`config.mk`:
```
export PLATFORM = sky130hd
export DESIGN_NAME = ring8_counter
export DESIGN_NICKNAME = d
export VERILOG_FILES = /design/src/rtl/ring8_pkg.sv /design/src/rtl/ring8_insync.sv /design/src/rtl/ring8_rstsync.sv /design/src/rtl/ring8_step_detect.sv /design/src/rtl/ring8_core.sv /design/src/rtl/ring8_counter.sv
export SDC_FILE = /design/constraint.sdc
export NUM_CORES = 1
export LEC_CHECK = 0
export ABC_AREA = 1
export BUFFER_PORTS_ARGS = -buffer_cell sky130_fd_sc_hd__buf_4
export CAP_MARGIN = 10
export CORE_MARGIN = 10
export CORE_UTILIZATION = 45
export DETAILED_ROUTE_END_ITERATION = 7
export PLACE_DENSITY = 0.66
export REMOVE_ABC_BUFFERS = 1
export SLEW_MARGIN = 30
export SYNTH_ARGS = -nofsm -noshare
export SYNTH_HDL_FRONTEND = slang
export SYNTH_HIERARCHICAL = 1
export SYNTH_SLANG_ARGS = --single-unit
```
`constraint.sdc`:
```
create_clock -name clk -period 0.8 [get_ports clk]
set_input_delay 0.12 -clock clk [delete_from_list [all_inputs] [get_ports clk]]
set_output_delay 0.12 -clock clk [all_outputs]
set_load 0.1 [all_outputs]
```
`src/rtl/ring8_pkg.sv`:
```
package ring8_pkg;
  parameter int unsigned JC_STAGES = 4;
  localparam int unsigned JC_STATES = 2 * JC_STAGES;
  localparam int unsigned JC_RECOVER_MAX = 11;

  typedef logic [JC_STAGES-1:0] jc_state_t;
  typedef logic [JC_STATES-1:0] jc_dec_t;

  // Next code after one count event. The shift-in bit keeps the normal
  // twisted-ring inversion for legal codes and steers unused codes home.
  function automatic jc_state_t jc_next(input jc_state_t s);
    logic fb;
    fb = ~s[JC_STAGES-1] & (s[0] | ~(|s[JC_STAGES-2:1]));
    return {s[JC_STAGES-2:0], fb};
  endfunction

  // Two-input decode of each state from adjacent stage pairs.
  function automatic jc_dec_t jc_decode(input jc_state_t s);
    jc_dec_t d;
    d = '0;
    for (int k = 0; k < int'(JC_STAGES); k++) begin
      if (k == 0) begin
        d[k] = ~s[JC_STAGES-1] & ~s[0];
        d[k+JC_STAGES] = s[JC_STAGES-1] & s[0];
      end else begin
        d[k] = s[k-1] & ~s[k];
        d[k+JC_STAGES] = ~s[k-1] & s[k];
      end
    end
    return d;
  endfunction

  function automatic logic jc_upper_half(input jc_state_t s);
    return s[JC_STAGES-1];
  endfunction
endpackage

```
`src/rtl/ring8_insync.sv`:
```
module ring8_insync #(
  parameter int unsigned WIDTH = 2,
  parameter int unsigned DEPTH = 2
) (
  input  logic             clk,
  input  logic [WIDTH-1:0] d_i,
  output logic [WIDTH-1:0] q_o
);
  logic [WIDTH-1:0] pipe [DEPTH];

  generate
    for (genvar i = 0; i < int'(DEPTH); i++) begin : g_stage
      if (i == 0) begin : g_first
        always_ff @(posedge clk) pipe[i] <= d_i;
      end else begin : g_rest
        always_ff @(posedge clk) pipe[i] <= pipe[i-1];
      end
    end
  endgenerate

  assign q_o = pipe[DEPTH-1];
endmodule

```
`src/rtl/ring8_rstsync.sv`:
```
module ring8_rstsync #(
  parameter int unsigned DEPTH = 2
) (
  input  logic clk,
  input  logic clr,
  output logic rst_int
);
  logic [DEPTH-1:0] hold_q;

  always_ff @(posedge clk or posedge clr) begin
    if (clr) hold_q <= '1;
    else     hold_q <= {hold_q[DEPTH-2:0], 1'b0};
  end

  assign rst_int = hold_q[DEPTH-1];
endmodule

```
`src/rtl/ring8_step_detect.sv`:
```
module ring8_step_detect (
  input  logic clk,
  input  logic rst_int,
  input  logic up_s,
  input  logic dn_s,
  output logic up_hit,
  output logic dn_hit,
  output logic adv
);
  logic up_p, dn_p;

  // Previous samples are left unreset so a level held across clear
  // release is not mistaken for an edge.
  always_ff @(posedge clk) begin
    up_p <= up_s;
    dn_p <= dn_s;
  end

  assign up_hit = up_s & ~up_p & ~dn_s;
  assign dn_hit = ~dn_s & dn_p & up_s;
  assign adv    = (up_hit | dn_hit) & ~rst_int;
endmodule

```
`src/rtl/ring8_core.sv`:
```
module ring8_core
  import ring8_pkg::*;
(
  input  logic      clk,
  input  logic      rst_int,
  input  logic      adv,
  input  logic      ld,
  input  jc_state_t ld_val,
  output jc_state_t state_q,
  output jc_dec_t   dec_q,
  output logic      carry_n_q
);
  jc_state_t state_d;

  always_comb begin
    state_d = state_q;
    if (ld)       state_d = ld_val;
    else if (adv) state_d = jc_next(state_q);
  end

  // Outputs are registered from the next-state decode, so they change on
  // the same edge as the state and carry no decode hazards.
  always_ff @(posedge clk or posedge rst_int) begin
    if (rst_int) begin
      state_q   <= '0;
      dec_q     <= jc_dec_t'(1);
      carry_n_q <= 1'b1;
    end else begin
      state_q   <= state_d;
      dec_q     <= jc_decode(state_d);
      carry_n_q <= ~jc_upper_half(state_d);
    end
  end
endmodule

```
`src/rtl/ring8_counter.sv`:
```
module ring8_counter
  import ring8_pkg::*;
#(
  parameter int unsigned SYNC_DEPTH = 2,
  parameter int unsigned RST_DEPTH  = 2
) (
  input  logic                 clk,
  input  logic                 clr,
  input  logic                 cnt_up_i,
  input  logic                 cnt_dn_i,
  input  logic                 ld_en,
  input  logic [JC_STAGES-1:0] ld_val,
  output logic [JC_STATES-1:0] dec_o,
  output logic                 carry_n_o
);
  logic      rst_int;
  logic [1:0] cnt_s;
  logic      up_hit, dn_hit, adv_evt;
  jc_state_t state_q;
  jc_dec_t   dec_q;
  logic      carry_n_q;

  ring8_rstsync #(.DEPTH(RST_DEPTH)) u_rst (
    .clk(clk), .clr(clr), .rst_int(rst_int)
  );

  ring8_insync #(.WIDTH(2), .DEPTH(SYNC_DEPTH)) u_sync (
    .clk(clk), .d_i({cnt_dn_i, cnt_up_i}), .q_o(cnt_s)
  );

  ring8_step_detect u_step (
    .clk(clk), .rst_int(rst_int), .up_s(cnt_s[0]), .dn_s(cnt_s[1]),
    .up_hit(up_hit), .dn_hit(dn_hit), .adv(adv_evt)
  );

  ring8_core u_core (
    .clk(clk), .rst_int(rst_int), .adv(adv_evt), .ld(ld_en),
    .ld_val(ld_val), .state_q(state_q), .dec_q(dec_q), .carry_n_q(carry_n_q)
  );

  assign dec_o     = dec_q;
  assign carry_n_o = carry_n_q;
endmodule

```
==> results of run 1 <==
==> flip-flops by register name, summed over array words and instances, names as in the netlist <==
register	cells
u_rst/hold_q	2
u_step/dn_p	1
u_core/state_q	4
u_core/dec_q	8
u_core/carry_n_q	1
u_step/up_p	1
u_sync/pipe	4
==> what timing repair did <==
action / 4_1_cts / 5_1_grt
endpoints found under the setup margin: 22 / 22
hold buffers: 3 / 0
hold endpoints to repair: 4 / 0
pin swaps: 2 / 6
gates resized for setup: 28 / 9
==> metal layers <==
metal / part of all wire, % / up-vias
met1: 39 / 237
met3: 8.7 / 2
li1: - / 257
met4: 0.74 / 0
met2: 51 / 11
met5: 0 / -
==> worst paths after layout <==
kind                                   start                 to  slack [ps]
max reg2reg                u_sync/pipe[0][2]    u_core/dec_q[7]        -470
min                                ld_val[2]  u_core/state_q[2]          60
max in group asynchronous    u_rst/hold_q[1]   u_core/carry_n_q         200
max                        u_sync/pipe[0][2]    u_core/dec_q[7]        -470
min in group asynchronous    u_rst/hold_q[1]  u_core/state_q[3]         180
min reg2reg                  u_rst/hold_q[1]  u_core/state_q[3]         180
==> cells in the final DEF (no fill, tap or decap) <==
cell type,count
a21boi_2,1
a21oi_1,3
a21oi_2,1
buf_12,4
buf_4,12
buf_8,5
clkbuf_1,1
clkbuf_4,3
conb_1,1
dfrtp_1,11
dfstp_2,4
dfxtp_1,5
dfxtp_2,1
dlygate4sd3_1,3
inv_1,8
inv_2,4
nand2_1,7
nand2_2,9
nand2_4,1
nand3_1,1
nand3_2,1
nor2_1,5
nor2_2,2
o21ai_1,1
o21ai_4,2
==> layout make-up <==
cell class	count	area, um^2
Sequential cell	21	502
Inverter	12	45.0
Multi-Input combinational cell	35	216
Timing Repair Buffer	24	275
Clock buffer	4	26.3
Tap cell	16	20.0
Fill cell	109	439
==> metrics by stage <==
stage                     util [%]  std cells  worst slack [ps]
after floorplan                  -         68              -450
after global placement        58.5        105              -456
after detailed placement      58.5        105              -451
after CTS                     69.0        112              -442
after global routing          71.2        112              -607
final                         71.2        112              -470
==> worst max-delay path, cell delays in order, from the launching register on <==
cell	delay, ps
dfxtp_2	340
inv_2	30
nor2_2	80
o21ai_1	70
nor2_1	100
buf_4	170
inv_2	60
nand2_2	50
nand2_2	60
nand2_2	60
nand2_2	60
nand2_1	70
inv_1	30
==> power breakdown <==
| part | leakage, nW | internal [mW] | switching, mW | total, mW |
|---|---|---|---|---|
| Sequential | 0.231 | 1.16 | 0.0557 | 1.21 |
| Clock | 0.0150 | 0.194 | 0.278 | 0.472 |
| Combinational | 0.294 | 0.256 | 0.493 | 0.750 |
==> qor.yml, run 1 <==
syn2layout_area_growth_pct: 48.7
cap_viol_max_count: 0
grt_start_max_net_pins: 12
use_met2_pct: 13.8
port_buffers: 17
cts_buffers: 3
p_leak_nw: 0.539
power_density_mw_per_mm2: 2240
ios: 18
grt_pass1_wl_um: 2330
netlist_area_um2: 729
fin_nets: 106
cts_tree: "built"
firstDrtPassIters: 4
fin_crit_ps: 1270
drc_errors: 0
routed_wl_um: 1350
cp.arrival_ps: 1470
rsz0062_at_grt: "yes"
path_class: "reg2reg"
period_share_pct: 159
insertion_delay_ps: 290
grt_pass1_vias: 538
wire_per_inst_um: 12.1
hpwl_um: 1010
initial_core_util_pct: 47.9
routabilityCongestion: 0.764
reg2reg_depth: 12
use_met1_pct: 9.10
antenna_cells: 0
antenna_found_initial: 0
failed_checks: "negative setup slack"
hold_path_class: "in2reg"
synth_cells: 70
drive_gt1_share_pct: 52.1
clk_path_buf_depth: 2
setup_viol: 22
fmax_ghz: 0.787
end_kind: "flop"
core_mm2: 0.00152
die_w_um: 60.3
busiest_layer: "met2"
grt-ovfl-total: 0
vias_per_cell: 4.53
via_count: 507
rows: 14
yosysWarnings: 6
dr.first_iter.drc_count: 5
synth.avg_cell_area_um2: 10.4
met3_usage_pct: 5.72
slew_violations: 0
ctsHtreeMaxLevel: 1
cts_setup_buffers: 0
power_mw: 2.43
track_usage_pct: 8.59
crit_required_ps: 1000
startpoint_type: "flop"
vdd_drop_max_mv: 1.74
dieArea_mm2: 0.00363
setup_ws_ps: -470
skew_ps: 3.45
dpl_cell_area_um2: 892
cp_max_fo: 7
setup_tns_ps: -7540
cts_root_buf: "clkbuf_4"
clk_pin_slew_ps: 100
clock-sinks: 21
die_h_um: 60.3
whs_path_depth: 3
worst_hold_slack_ps: 61.7
design_area_mm2: 0.00108
ant_nets: 0
run_status: "complete, but fails checks"
hold_viol: 0
Note: power is estimated with default switching activity, not from simulation.
==> run 2: changes to the inputs <==
Settings changed: RECOVER_POWER set to 50, REMOVE_ABC_BUFFERS 1 to unset.
==> run 2 against run 1 <==
  * The flow still finishes with violations (negative setup slack)
  * Cell area is 0.46% higher
  * Sequential share of layout area rose by 1.2 points
  * Register-to-register slack better by 20 ps
  * Highest routed layer unchanged
  * Non-clock buffer count stayed put
  * Clock skew increased by 5.9 ps
==> qor.yml, run 2 (synthesis results as in run 1) <==
slew_violations: 0  # unchanged
core_mm2: 0.00152  # unchanged
cap_viol_max_count: 0  # unchanged
fin_nets: 106  # unchanged
startpoint_type: "flop"
fmax_ghz: 0.800  # +1.6%
vias_per_cell: 4.62  # +2.0%
grt_pass1_wl_um: 2330  # +0.30%
slowest_stage: "dfxtp_2"
nFillCells: 112  # +2.8%
routabilityCongestion: 0.771  # +1.0%
ios: 18  # unchanged
rsz0062_at_grt: "yes"
run_status: "complete, but fails checks"
wire_per_inst_um: 12.3  # +1.8%
track_usage_pct: 8.56  # -0.028 points
setup_tns_ps: -7680  # -137 ps
via_count: 517  # +2.0%
cpMostUsedCell: "nand2_1"
vdd_drop_max_mv: 1.61  # -7.3%
grt_start_max_net_pins: 14  # +2
die_h_um: 60.3  # unchanged
insertion_delay_ps: 300  # about the same
end_kind: "flop"
skew_ps: 9.37  # +5.93 ps
initial_core_util_pct: 47.9  # unchanged
ff_latch_area_um2: 517  # +3.0%
clock-sinks: 21  # unchanged
design_area_mm2: 0.00109  # +0.46%
ctsHtreeMaxLevel: 1  # unchanged
regMostFlops: "u_core/dec_q"
grt_pass1_vias: 548  # +1.9%
firstDrtPassIters: 2  # -2
p_leak_nw: 0.527  # -2.3%
syn2layout_area_growth_pct: 49.4
dpl.cell_count: 103  # -1.9%
drive_gt1_share_pct: 62.5  # +10 points
fin_crit_ps: 1250  # -20.0 ps
power_density_mw_per_mm2: 2260  # +0.67%
hold_path_class: "in2reg"
dpl_cell_area_um2: 895  # +0.28%
clk_pin_slew_ps: 120  # +20 ps
routed_wl_um: 1380  # +1.8%
ant_nets: 0  # unchanged
syn-num-nets: 79
cp.arrival_ps: 1450  # -20 ps
drc_errors: 0  # unchanged
top_regs: "u_core/dec_q (8), u_core/state_q (4), u_sync/pipe (4)"
clk_path_buf_depth: 2  # unchanged
path_class: "reg2reg"
hpwl_um: 986  # -2.0%
dieArea_mm2: 0.00363  # unchanged
cp_max_fo: 7  # unchanged
cts_root_buf: "clkbuf_4"
antenna_cells: 0  # unchanged
cp_cell_sequence: "inv_2 > nor2_1 > o21ai_1 > nor2_2 > buf_6 > nand2_1 > o21ai_2 > nand2_1 > nand2_2 > a21oi_1"
failed_checks: "negative setup slack"
period_share_pct: 156  # -2.5 points
final_cell_mix: "buf_4, nand2_2, inv_1, nand2_1, dfrtp_2"
setup_ws_ps: -450  # +20.0 ps
crit_required_ps: 1000  # about the same
largest_reg_flops: 8  # unchanged
dr.first_iter.drc_count: 2  # -3
setup_viol: 22  # unchanged
final_cell_count_no_fill: 112  # unchanged
cts_buffers: 3  # unchanged
port_buffers: 17  # unchanged
cts_tree: "built"
multiInputGateArea_um2: 218  # +0.58%
grt-ovfl-total: 0  # unchanged
path_buf_inv: 2  # -2
antenna_found_initial: 0  # unchanged
rows: 14  # unchanged
crit_family: "simple AND/OR/NAND/NOR gates"
slowest_delay_ps: 360  # +20 ps
die_w_um: 60.3  # unchanged
hold_viol: 0  # unchanged
==> run 2: cell count changes in the layout (fill, tap and decap cells not counted), sizes merged <==
| cell | before | now |
|---|---|---|
| inv | 12 | 13 |
| clkbuf | 4 | 5 |
| buf | 21 | 19 |
==> run 2: per-layer routing <==
metal / part of all wire [%] / global-route usage, % / routed length, um / vias up
met5: 0 / 0 / 0 / -
met4: 1.0 / 4.81 / 14 / 0
met3: 9.7 / 3.39 / 133 / 2
met2: 49 / 14.3 / 672 / 13
met1: 40 / 8.90 / 557 / 243
li1: - / - / - / 259
==> run 2: worst register-to-register path, stage by stage, from the launching register on <==
cell	delay, ps
dfxtp_2	360
inv_2	30
nor2_1	80
o21ai_1	80
nor2_2	90
buf_6	140
nand2_1	80
o21ai_2	80
nand2_1	80
nand2_2	80
a21oi_1	50
==> run 2: area by class of cell <==
cell class,count,share of cell area (%)
Multi-Input combinational cell,35,20.0
Timing Repair Buffer,24,23.8
Inverter,12,4.36
Clock buffer,3,2.07
Sequential cell,21,47.4
Tap cell,16,1.84
Clock inverter,1,0.574
==> run 2: worst paths after layout <==
| kind | startpoint | end | slack [ps] | depth (start not counted) |
|---|---|---|---|---|
| setup / recovery | u_sync/pipe[0][2] | u_core/dec_q[1] | -450 | 10 |
| hold / removal | ld_val[1] | u_core/state_q[1] | 70 | 3 |
| setup reg to reg | u_sync/pipe[0][2] | u_core/dec_q[1] | -450 | 10 |
| hold reg to reg | u_rst/hold_q[1] | u_core/state_q[1] | 320 | 2 |
| max in group asynchronous | u_rst/hold_q[1] | u_core/carry_n_q | 190 | 2 |
| min in group asynchronous | u_rst/hold_q[1] | u_core/state_q[1] | 320 | 2 |
==> run 2: repair_timing <==
action	in CTS	in global routing
hold buffers	3	0
endpoints found under the setup margin	22	22
hold endpoints to repair	4	0
gates resized for setup	25	11
setup buffers	1	1
pin swaps	5	6
==> run 2: report_power, final <==
part	switching (mW)	internal, mW
logic	0.495	0.231
clock network	0.322	0.193
registers	0.0517	1.17
==> run 2: through the flow <==
step / util [%] / hold WS (ps) / setup slack, ps / power [mW]
finish: 71.5 / 67.5 / -450 / 2.46
global route: 71.5 / 59.8 / -555 / 2.57
CTS: 69.0 / 52.4 / -459 / 2.46
detailed placement: 58.7 / 157 / -523 / 1.83
global placement: 58.7 / 155 / -468 / 1.82
floorplan: - / 31.5 / -427 / 1.68
==> run 3: changes to the inputs <==
Settings changed: CORE_UTILIZATION 45 to 49, PLACE_DENSITY 0.66 to 0.71.
==> run 3 against run 2 <==
  * Total power is 2.2% lower
  * Clock-buffer cell count is 1 higher
  * Clock skew is 8.1 ps lower
  * Largest cell class unchanged
  * Flip-flop and latch count stayed put
  * Global-route usage is 0.14 points higher
  * The run still ends with negative setup slack left
==> qor.yml, run 3 (synthesis results as in run 1) <==
skew_ps: 1.27  # -8.10 ps
die_h_um: 58.6  # -2.8%
cp_cell_sequence: "inv_1 > nor2_1 > o21ai_1 > nor2_2 > buf_6 > inv_2 > nand2_2 > nand2_2 > nand2_2 > nand2_4 > nand2_2 > inv_1"
worstReg2RegEnd: "u_core/dec_q[7]"
insertion_delay_ps: 290  # about the same
period_share_pct: 156  # -0.72 points
fmax_ghz: 0.804  # +0.46%
final_cell_mix: "inv_1, nand2_1, buf_4"
regMostFlops: "u_core/dec_q"
antenna_found_initial: 0  # unchanged
routed_wl_um: 1380  # +0.51%
grt_start_max_net_pins: 14  # unchanged
cts_tree: "built"
grt_pass1_vias: 516  # -5.8%
fin_nets: 105  # -0.94%
worst_hold_slack_ps: 88.4  # +20.9 ps
via_count: 515  # -0.39%
run_status: "complete, but fails checks"
fin_crit_ps: 1240  # -5.76 ps
power_density_mw_per_mm2: 2260  # about the same
r2r_setup_slack_ps: -440  # about the same
hold_viol: 0  # unchanged
slew_violations: 0  # unchanged
syn2layout_area_growth_pct: 46.1
cp_max_fo: 7  # unchanged
crit_family: "simple AND/OR/NAND/NOR gates"
syn-num-nets: 79  # unchanged
min_to: "u_core/state_q[2]"
core_mm2: 0.00135  # -11%
reg2reg_depth: 12  # +2
clk_path_buf_depth: 2  # unchanged
end_kind: "flop"
failed_checks: "negative setup slack"
ctsHtreeMaxLevel: 1  # unchanged
post-route-util_pct: 79.0  # +7.5 points
nFillCells: 88  # -21%
wire_per_inst_um: 12.6  # +2.3%
drive_gt1_share_pct: 54.7  # -7.8 points
p_leak_nw: 0.522  # -0.93%
path_buf_inv: 4  # +2
r2r_start: "u_sync/pipe[0][2]"
drc_errors: 0  # unchanged
grt_pass1_wl_um: 2350  # +0.60%
firstDrtPassIters: 3  # +1
slowest_delay_ps: 330  # -30 ps
hold_path_class: "in2reg"
cp.arrival_ps: 1440  # about the same
worstHoldStart: "ld_val[2]"
setup_viol: 22  # unchanged
slowest_stage: "dfxtp_2"
top_regs: "u_core/dec_q (8), u_core/state_q (4), u_sync/pipe (4)"
rsz0062_at_grt: "yes"
cap_viol_max_count: 0  # unchanged
ios: 18  # unchanged
dieArea_mm2: 0.00343  # -5.5%
largest_reg_flops: 8  # unchanged
vdd_drop_max_mv: 1.48  # -8.5%
rows: 13  # -1
clock-sinks: 21  # unchanged
clk_pin_slew_ps: 100  # -20 ps
path_class: "reg2reg"
vias_per_cell: 4.68  # +1.4%
routabilityCongestion: 0.792  # +2.7%
track_usage_pct: 8.70  # +0.14 points
ant_nets: 0  # unchanged
grt-ovfl-total: 0  # unchanged
antenna_cells: 0  # unchanged
initial_core_util_pct: 54.0  # +6.2 points
startpoint_type: "flop"
die_w_um: 58.6  # -2.8%
dr.first_iter.drc_count: 5  # +3
cts_root_buf: "clkbuf_4"
whs_path_depth: 3  # unchanged
cpMostUsedCell: "nand2_2"
cts_buffers: 3  # unchanged
crit_required_ps: 990  # about the same
setup_ws_ps: -444  # +5.76 ps
hpwl_um: 994  # +0.85%
port_buffers: 17  # unchanged
==> run 3: power breakdown <==
group,switching [mW],internal [mW]
Combinational,0.491,0.231
Clock,0.276,0.194
Sequential,0.0488,1.17
Total,0.815,1.59
==> run 3: final cells by class <==
| cell class | count | area (um^2) | share of cell area, % |
|---|---|---|---|
| Sequential cell | 21 | 517 | 48.5 |
| Timing Repair Buffer | 23 | 255 | 23.9 |
| Multi-Input combinational cell | 35 | 204 | 19.1 |
| Inverter | 12 | 45.0 | 4.23 |
| Clock buffer | 4 | 26.3 | 2.46 |
| Tap cell | 15 | 18.8 | 1.76 |
==> run 3: layer usage <==
metal  wire length [um]  GRT usage, %  vias to the layer above
met2                670          14.0                       10
met4                 10          3.93                        0
li1                   -             -                      260
met5                  0             0                        -
met1                585          9.19                      243
met3                116          4.72                        2
==> run 3: how the worst max path moves through the flow <==
stage,slack (ps),start,cells past startpoint,endpoint
finish,-440,u_sync/pipe[0][2],12,u_core/dec_q[7]
CTS,-450,u_sync/pipe[0][2],12,u_core/dec_q[7]
global placement,-480,u_sync/pipe[0][2],7,u_core/dec_q[5]
floorplan,-430,u_sync/pipe[0][3],7,u_core/dec_q[5]
global route,-550,u_sync/pipe[0][2],12,u_core/dec_q[7]
detailed placement,-510,u_sync/pipe[0][2],7,u_core/dec_q[5]
==> run 3: tightest hold or removal path, delay by kind of cell <==
kind / cells / cell delay [ps]
buffers and inverters: 2 / 150
AOI/OAI and AO/OA: 1 / 70
==> run 3: timing repair <==
| item | 4_1_cts | 5_1_grt |
|---|---|---|
| endpoints found under the setup margin | 22 | 22 |
| buffers inserted | 1 | 0 |
| resized for setup | 26 | 4 |
| hold endpoints to repair | 4 | 0 |
| pin swaps | 4 | 2 |
| hold buffers | 3 | 0 |
==> run 3: through the flow <==
| step | instances | setup TNS [ps] | setup WS [ps] | area, um^2 | power, mW |
|---|---|---|---|---|---|
| finish | 110 | -7350 | -444 | 1070 | 2.41 |
| global route | 110 | -9050 | -546 | 1070 | 2.52 |
| CTS | 110 | -7470 | -451 | 1050 | 2.42 |
| detailed placement | 102 | -5940 | -508 | 893 | 1.83 |
| global placement | 102 | -5670 | -480 | 893 | 1.82 |
| floorplan | 70 | -5270 | -427 | 747 | 1.68 |
